File: config.mk
export PLATFORM = sky130hd
export DESIGN_NAME = i2c_cond_seq
export DESIGN_NICKNAME = d
export VERILOG_FILES = /design/src/rtl/i2c_cond_pkg.sv /design/src/rtl/i2c_ctrl_reg.sv /design/src/rtl/i2c_bus_watch.sv /design/src/rtl/i2c_cond_fsm.sv /design/src/rtl/i2c_cond_seq.sv
export SDC_FILE = /design/constraint.sdc
export NUM_CORES = 1
export LEC_CHECK = 0
export CAP_MARGIN = 20
export CELL_PAD_IN_SITES_DETAIL_PLACEMENT = 1
export CELL_PAD_IN_SITES_GLOBAL_PLACEMENT = 2
export CORE_MARGIN = 2
export CORE_UTILIZATION = 30
export DETAILED_ROUTE_END_ITERATION = 12
export PLACE_DENSITY_LB_ADDON = 0.1
export SKIP_CTS_REPAIR_TIMING = 1
export SLEW_MARGIN = 15
export SYNTH_ARGS = -nofsm -noshare
export SYNTH_HDL_FRONTEND = slang
export SYNTH_SLANG_ARGS = --single-unit
File: constraint.sdc
create_clock -name clk -period 4.7 [get_ports clk]
set_clock_uncertainty 0.1 [all_clocks]
set_input_delay 0.94 -clock clk [delete_from_list [all_inputs] [get_ports clk]]
set_output_delay 0.94 -clock clk [all_outputs]
set_load 0.01 [all_outputs]
File: src/rtl/i2c_cond_pkg.sv
package i2c_cond_pkg;

  typedef enum logic [3:0] {
    ST_IDLE,
    ST_WAIT_FREE,
    ST_GAP,
    ST_S_SDA,
    ST_HOLD,
    ST_R_SDA,
    ST_R_SCL,
    ST_P_LOW,
    ST_P_SCL,
    ST_P_SDA
  } cond_st_e;

  // {scl released, sda released} for a state
  function automatic logic [1:0] line_rel(cond_st_e st);
    case (st)
      ST_S_SDA: line_rel = 2'b10;
      ST_HOLD:  line_rel = 2'b00;
      ST_R_SDA: line_rel = 2'b01;
      ST_P_LOW: line_rel = 2'b00;
      ST_P_SCL: line_rel = 2'b10;
      default:  line_rel = 2'b11;
    endcase
  endfunction

endpackage

File: src/rtl/i2c_ctrl_reg.sv
module i2c_ctrl_reg (
  input  logic clk,
  input  logic rst,
  input  logic wr,
  input  logic w_en,
  input  logic w_sta,
  input  logic w_sto,
  input  logic w_ack,
  input  logic clr_sta,
  input  logic clr_sto,
  output logic en_q,
  output logic sta_q,
  output logic sto_q,
  output logic ack_q
);
  logic en_next;
  assign en_next = wr ? w_en : en_q;

  always_ff @(posedge clk) begin
    if (rst) begin
      en_q  <= 1'b0;
      sta_q <= 1'b0;
      sto_q <= 1'b0;
      ack_q <= 1'b0;
    end else begin
      en_q  <= en_next;
      if (wr) ack_q <= w_ack;
      sta_q <= (sta_q & ~clr_sta) | (wr & w_sta);
      sto_q <= en_next & ((sto_q & ~clr_sto) | (wr & w_sto));
    end
  end
endmodule

File: src/rtl/i2c_bus_watch.sv
module i2c_bus_watch (
  input  logic clk,
  input  logic rst,
  input  logic en,
  input  logic scl,
  input  logic sda,
  output logic stop_det,
  output logic busy
);
  logic scl_p, sda_p, start_det;

  assign start_det = scl_p & scl & sda_p & ~sda;
  assign stop_det  = scl_p & scl & ~sda_p & sda;

  always_ff @(posedge clk) begin
    if (rst) begin
      scl_p <= 1'b1;
      sda_p <= 1'b1;
      busy  <= 1'b0;
    end else begin
      scl_p <= scl;
      sda_p <= sda;
      if (!en)            busy <= 1'b0;
      else if (start_det) busy <= 1'b1;
      else if (stop_det)  busy <= 1'b0;
    end
  end
endmodule

File: src/rtl/i2c_cond_fsm.sv
module i2c_cond_fsm
  import i2c_cond_pkg::*;
#(
  parameter int PHASE_TICKS = 1,
  parameter int GAP_TICKS   = 1
) (
  input  logic clk,
  input  logic rst,
  input  logic en,
  input  logic half_tick,
  input  logic sta_req,
  input  logic sto_req,
  input  logic busy,
  input  logic stop_det,
  input  logic xfer_done,
  input  logic slv_match,
  output logic clr_sta,
  output logic clr_sto,
  output logic scl_oe_n,
  output logic sda_oe_n,
  output logic master,
  output logic addressed,
  output logic cond_done
);
  localparam int TMAX = (PHASE_TICKS > GAP_TICKS) ? PHASE_TICKS : GAP_TICKS;
  localparam int CW   = $clog2(TMAX + 1);

  cond_st_e state, state_d;
  logic [CW-1:0] tcnt, lim_m1;
  logic phase_end, master_d, addr_d, data_seen, data_d, done_d;

  assign lim_m1    = (state == ST_GAP) ? CW'(GAP_TICKS - 1) : CW'(PHASE_TICKS - 1);
  assign phase_end = half_tick && (tcnt == lim_m1);

  always_comb begin
    state_d  = state;
    clr_sta  = 1'b0;
    clr_sto  = 1'b0;
    done_d   = 1'b0;
    master_d = master;
    data_d   = data_seen;
    addr_d   = stop_det ? 1'b0 : ((slv_match && !master) ? 1'b1 : addressed);
    case (state)
      ST_IDLE: begin
        if (sto_req) begin
          clr_sto = 1'b1;
          clr_sta = sta_req;
          addr_d  = 1'b0;
          done_d  = 1'b1;
        end else if (sta_req) begin
          master_d = 1'b1;
          state_d  = busy ? ST_WAIT_FREE : ST_S_SDA;
        end
      end
      ST_WAIT_FREE, ST_GAP: begin
        if (sto_req) begin
          clr_sto  = 1'b1;
          clr_sta  = sta_req;
          master_d = 1'b0;
          done_d   = 1'b1;
          state_d  = ST_IDLE;
        end else if (state == ST_WAIT_FREE) begin
          if (!busy) state_d = ST_GAP;
        end else if (busy) begin
          state_d = ST_WAIT_FREE;
        end else if (phase_end) begin
          state_d = ST_S_SDA;
        end
      end
      ST_S_SDA: if (phase_end) begin
        state_d = ST_HOLD;
        clr_sta = 1'b1;
        done_d  = 1'b1;
        data_d  = 1'b0;
      end
      ST_HOLD: begin
        if (xfer_done) data_d = 1'b1;
        if (sto_req) state_d = ST_P_LOW;
        else if (sta_req && data_seen) state_d = ST_R_SDA;
      end
      ST_R_SDA: if (phase_end) state_d = ST_R_SCL;
      ST_R_SCL: if (phase_end) state_d = ST_S_SDA;
      ST_P_LOW: if (phase_end) state_d = ST_P_SCL;
      ST_P_SCL: if (phase_end) state_d = ST_P_SDA;
      ST_P_SDA: if (stop_det) begin
        clr_sto = 1'b1;
        done_d  = 1'b1;
        if (sta_req) begin
          state_d = ST_GAP;
        end else begin
          state_d  = ST_IDLE;
          master_d = 1'b0;
        end
      end
      default: state_d = ST_IDLE;
    endcase
  end

  always_ff @(posedge clk) begin
    if (rst || !en) begin
      state     <= ST_IDLE;
      tcnt      <= '0;
      master    <= 1'b0;
      addressed <= 1'b0;
      data_seen <= 1'b0;
      scl_oe_n  <= 1'b1;
      sda_oe_n  <= 1'b1;
      cond_done <= 1'b0;
    end else begin
      state     <= state_d;
      tcnt      <= (state_d != state) ? '0 : (half_tick ? tcnt + CW'(1) : tcnt);
      master    <= master_d;
      addressed <= addr_d;
      data_seen <= data_d;
      {scl_oe_n, sda_oe_n} <= line_rel(state_d);
      cond_done <= done_d;
    end
  end
endmodule

File: src/rtl/i2c_cond_seq.sv
module i2c_cond_seq #(
  parameter int PHASE_TICKS = 1,
  parameter int GAP_TICKS   = 1
) (
  input  logic clk,
  input  logic rst,
  input  logic cfg_wr,
  input  logic cfg_en,
  input  logic cfg_sta,
  input  logic cfg_sto,
  input  logic cfg_ack,
  output logic stat_en,
  output logic stat_sta,
  output logic stat_sto,
  output logic stat_ack,
  input  logic half_tick,
  input  logic xfer_done,
  input  logic slv_match,
  input  logic scl_in,
  input  logic sda_in,
  output logic scl_oe_n,
  output logic sda_oe_n,
  output logic od_en,
  output logic master,
  output logic addressed,
  output logic bus_busy,
  output logic cond_done
);
  logic clr_sta, clr_sto, stop_det;

  i2c_ctrl_reg u_reg (
    .clk(clk), .rst(rst), .wr(cfg_wr), .w_en(cfg_en), .w_sta(cfg_sta),
    .w_sto(cfg_sto), .w_ack(cfg_ack), .clr_sta(clr_sta), .clr_sto(clr_sto),
    .en_q(stat_en), .sta_q(stat_sta), .sto_q(stat_sto), .ack_q(stat_ack)
  );

  i2c_bus_watch u_watch (
    .clk(clk), .rst(rst), .en(stat_en), .scl(scl_in), .sda(sda_in),
    .stop_det(stop_det), .busy(bus_busy)
  );

  i2c_cond_fsm #(.PHASE_TICKS(PHASE_TICKS), .GAP_TICKS(GAP_TICKS)) u_fsm (
    .clk(clk), .rst(rst), .en(stat_en), .half_tick(half_tick),
    .sta_req(stat_sta), .sto_req(stat_sto), .busy(bus_busy),
    .stop_det(stop_det), .xfer_done(xfer_done), .slv_match(slv_match),
    .clr_sta(clr_sta), .clr_sto(clr_sto), .scl_oe_n(scl_oe_n),
    .sda_oe_n(sda_oe_n), .master(master), .addressed(addressed),
    .cond_done(cond_done)
  );

  assign od_en = stat_en;
endmodule

==> tab_implementation.tex <==
\begin{tabular}{lr}
\hline
Metric & Value \\
\hline
\multicolumn{2}{l}{\textbf{Layout}} \\
Antenna Diode Count & 0 \\
Most frequent standard cell in the layout excluding fill and tap cells & sky130\_fd\_sc\_hd\_\_clkdlybuf4s50\_1 \\
Fraction of final layout cells sized beyond drive strength 1 & 0.130 \\
Commonest non-fill, non-tap cells in the layout & 22 x sky130\_fd\_sc\_hd\_\_clkdlybuf4s50\_1, 18 x sky130\_fd\_sc\_hd\_\_dfxtp\_1, 16 x sky130\_fd\_sc\_hd\_\_nor2\_1 \\
Number of flip-flops under the largest register name & 4 \\
Most flop-heavy register & u\_fsm.state \\
Area growth from synthesis to layout & 24.8\% \\
Total number of nets in the final design & 151 \\
Core utilization of the finished layout & 0.384 \\
Post-route non-filler standard cell count & 184 \\
\multicolumn{2}{l}{\textbf{Floorplanning}} \\
Vertical extent of the die & 62.1 µm \\
Die Span X & 62.1 µm \\
Floorplan die area & 0.00385 mm² \\
Initial core utilization & 0.308 \\
Num ports & 23 \\
Core outline area & 0.00328 mm² \\
Std-Cell Rows & 21 \\
\multicolumn{2}{l}{\textbf{Clock tree}} \\
Clock tree from TritonCTS & built \\
Clock slew at reported path FFs & 0.10 ns \\
Clock tree buffer depth & 2 \\
Count of clock tree sinks & 18 \\
Later-pin clock latency in the skew report & 0.29 ns \\
H-tree depth & 1 \\
Buffer cell driving the clock tree root & sky130\_fd\_sc\_hd\_\_clkbuf\_4 \\
Number of buffers inserted during clock tree synthesis & 3 \\
\multicolumn{2}{l}{\textbf{Timing}} \\
Minimum clock period after layout & 2.63 ns \\
Final critical-path share of the clock period & 0.560 \\
Total count of hold-check failures in the final report & 0 \\
Total negative slack for setup checks & 0 ns \\
Number of max-slew violations in the final report & 0 \\
Fmax & 0.380 GHz \\
Setup-failing EPs final & 0 \\
Transition at the pin with the smallest max-transition slack & 0.599 ns \\
Unrepaired setup endpoints after global routing & false \\
Worst slew slack as a fraction of its limit & 0.600 \\
Hold Slack & 0.414 ns \\
\multicolumn{2}{l}{\textbf{Global routing}} \\
Total global-route track usage & 0.171 \\
Vias in the first global route & 963 \\
Largest net degree at the start of global routing & 18 \\
Global-route congestion overflow total & 0 \\
Global-route wire length before repair & 4730 µm \\
Initial antenna violation count & 0 \\
\multicolumn{2}{l}{\textbf{Status}} \\
Outcome & completed \\
\multicolumn{2}{l}{\textbf{Drt}} \\
DRC & 0 \\
Iteration-0 DRC count of the detailed router & 50 \\
First-pass iteration count of the detailed router & 4 \\
Detailed-route vias per instance & 5.10 \\
Antenna violation net count after detailed routing & 0 \\
Avg WL per Cell & 15.6 µm \\
Vias after detailed routing & 938 \\
Aggregate routed wire length & 2880 µm \\
\multicolumn{2}{l}{\textbf{Synthesis}} \\
Synthesized area per cell & 8.50 µm² \\
Fraction of the yosys area taken by sequential cells & 0.356 \\
Most used flip-flop cell after synthesis & sky130\_fd\_sc\_hd\_\_dfxtp\_1 \\
Gate Count Post-Synth & 119 \\
YS warnings & 0 \\
Number of enable-type register cells in the synthesized netlist & 0 \\
Post-synthesis cell type count & 41 \\
Summed instance area of the synthesized netlist & 0.00101 mm² \\
Number of nets in the synthesized netlist & 131 \\
Share of async-settable or async-resettable flops after synthesis & 0 \\
Flip-flop and latch count after synthesis & 18 \\
\multicolumn{2}{l}{\textbf{Critical path}} \\
Data required, critical path & 4.81 ns \\
Critical path startpoint category & input pin \\
Critical Path Sink Type & register \\
Critical Setup Path Class & input pin to register \\
Top fanout value on the critical path & 6 \\
Worst path arrival time & 2.74 ns \\
\multicolumn{2}{l}{\textbf{Power and ir drop}} \\
Power density over the cells & 239 mW/mm² \\
Leakage & 0.441 nW \\
Max rail drop VDD & 0.137 mV \\
\multicolumn{2}{l}{\textbf{Run}} \\
Count of max-cap constraint violations & 0 \\
\multicolumn{2}{l}{\textbf{Place}} \\
Total half-perimeter wirelength after legalization and detailed placement & 2170 µm \\
Final GP Congestion & 0.802 \\
Number of buffers added on ports & 22 \\
Total instance count after detailed placement & 180 \\
\multicolumn{2}{l}{\textbf{Min path}} \\
Class of the worst hold path & register to register \\
\hline
\end{tabular}
-- layout make-up --
type | count | area (µm²)
Clock buffer | 4 | 36.3
Tap cell | 46 | 57.6
Multi-Input combinational cell | 90 | 558
Inverter | 4 | 28.8
Fill cell | 409 | 2020
Timing Repair Buffer | 22 | 220
Sequential cell | 18 | 360
-- synth_stat cells (3+ instances only) --
master / instances / share of area
sky130_fd_sc_hd__o21ai_0: 5 / 0.025
sky130_fd_sc_hd__or2_2: 3 / 0.019
sky130_fd_sc_hd__nor2b_1: 4 / 0.025
sky130_fd_sc_hd__a21oi_1: 11 / 0.054
sky130_fd_sc_hd__dfxtp_1: 18 / 0.36
sky130_fd_sc_hd__buf_6: 4 / 0.045
sky130_fd_sc_hd__nand2_1: 6 / 0.022
sky130_fd_sc_hd__nand4_1: 4 / 0.025
sky130_fd_sc_hd__nor2_1: 16 / 0.059
sky130_fd_sc_hd__nand3_1: 3 / 0.015
sky130_fd_sc_hd__nor3_1: 3 / 0.015
sky130_fd_sc_hd__o22ai_1: 3 / 0.019
-- where the power goes --
| group | total [mW] | internal (mW) | switching, mW | leakage [nW] |
|---|---|---|---|---|
| registers | 0.161 | 0.156 | 0.00500 | 0.147 |
| logic | 0.0458 | 0.0250 | 0.0208 | 0.273 |
| clock network | 0.0947 | 0.0472 | 0.0476 | 0.0210 |
-- path summary, 6_finish.rpt --
check	start	to	slack, ns	cells past startpoint
setup / recovery	half_tick	u_fsm.tcnt	2.07	7
hold / removal	u_reg.ack_q	u_reg.ack_q	0.41	2
hold reg to reg	u_reg.ack_q	u_reg.ack_q	0.41	2
setup reg to reg	u_fsm.state[1]	u_fsm.tcnt	2.55	6
-- kinds of logic after synthesis --
family / Yosys count / share of synthesized area
buffers and inverters: 11 / 0.0916
muxes: 2 / 0.0198
AOI/OAI and AO/OA: 36 / 0.250
and+or+nand+nor: 50 / 0.265
DFF: 18 / 0.356
xor gates and xnor gates: 2 / 0.0173
-- routing by layer --
metal / track usage / part of all wire / vias to the layer above
met5: 0 / 0 / -
met4: 0.0638 / 0.012 / 0
met3: 0.0331 / 0.025 / 4
met2: 0.260 / 0.47 / 15
met1: 0.240 / 0.50 / 448
li1: - / - / 471
-- per-stage QoR --
step	area [µm²]	power [mW]	setup slack, ns
6_report	1260	0.302	2.07
2_1_floorplan	1010	0.190	2.48
4_1_cts	1260	0.308	2.10
3_3_place_gp	1220	0.210	1.91
5_1_grt	1260	0.317	2.01
3_5_place_dp	1220	0.211	1.79
-- worst max-delay path, stage by stage --
cell and delay, ns:
sky130_fd_sc_hd__clkdlybuf4s50_1 0.50, sky130_fd_sc_hd__nor2b_1 0.39, sky130_fd_sc_hd__or3_1 0.20, sky130_fd_sc_hd__a21oi_2 0.07
sky130_fd_sc_hd__a211oi_4 0.30, sky130_fd_sc_hd__xnor2_1 0.12, sky130_fd_sc_hd__nor4_2 0.20
No activity file was read; power rests on OpenSTA's default activity.
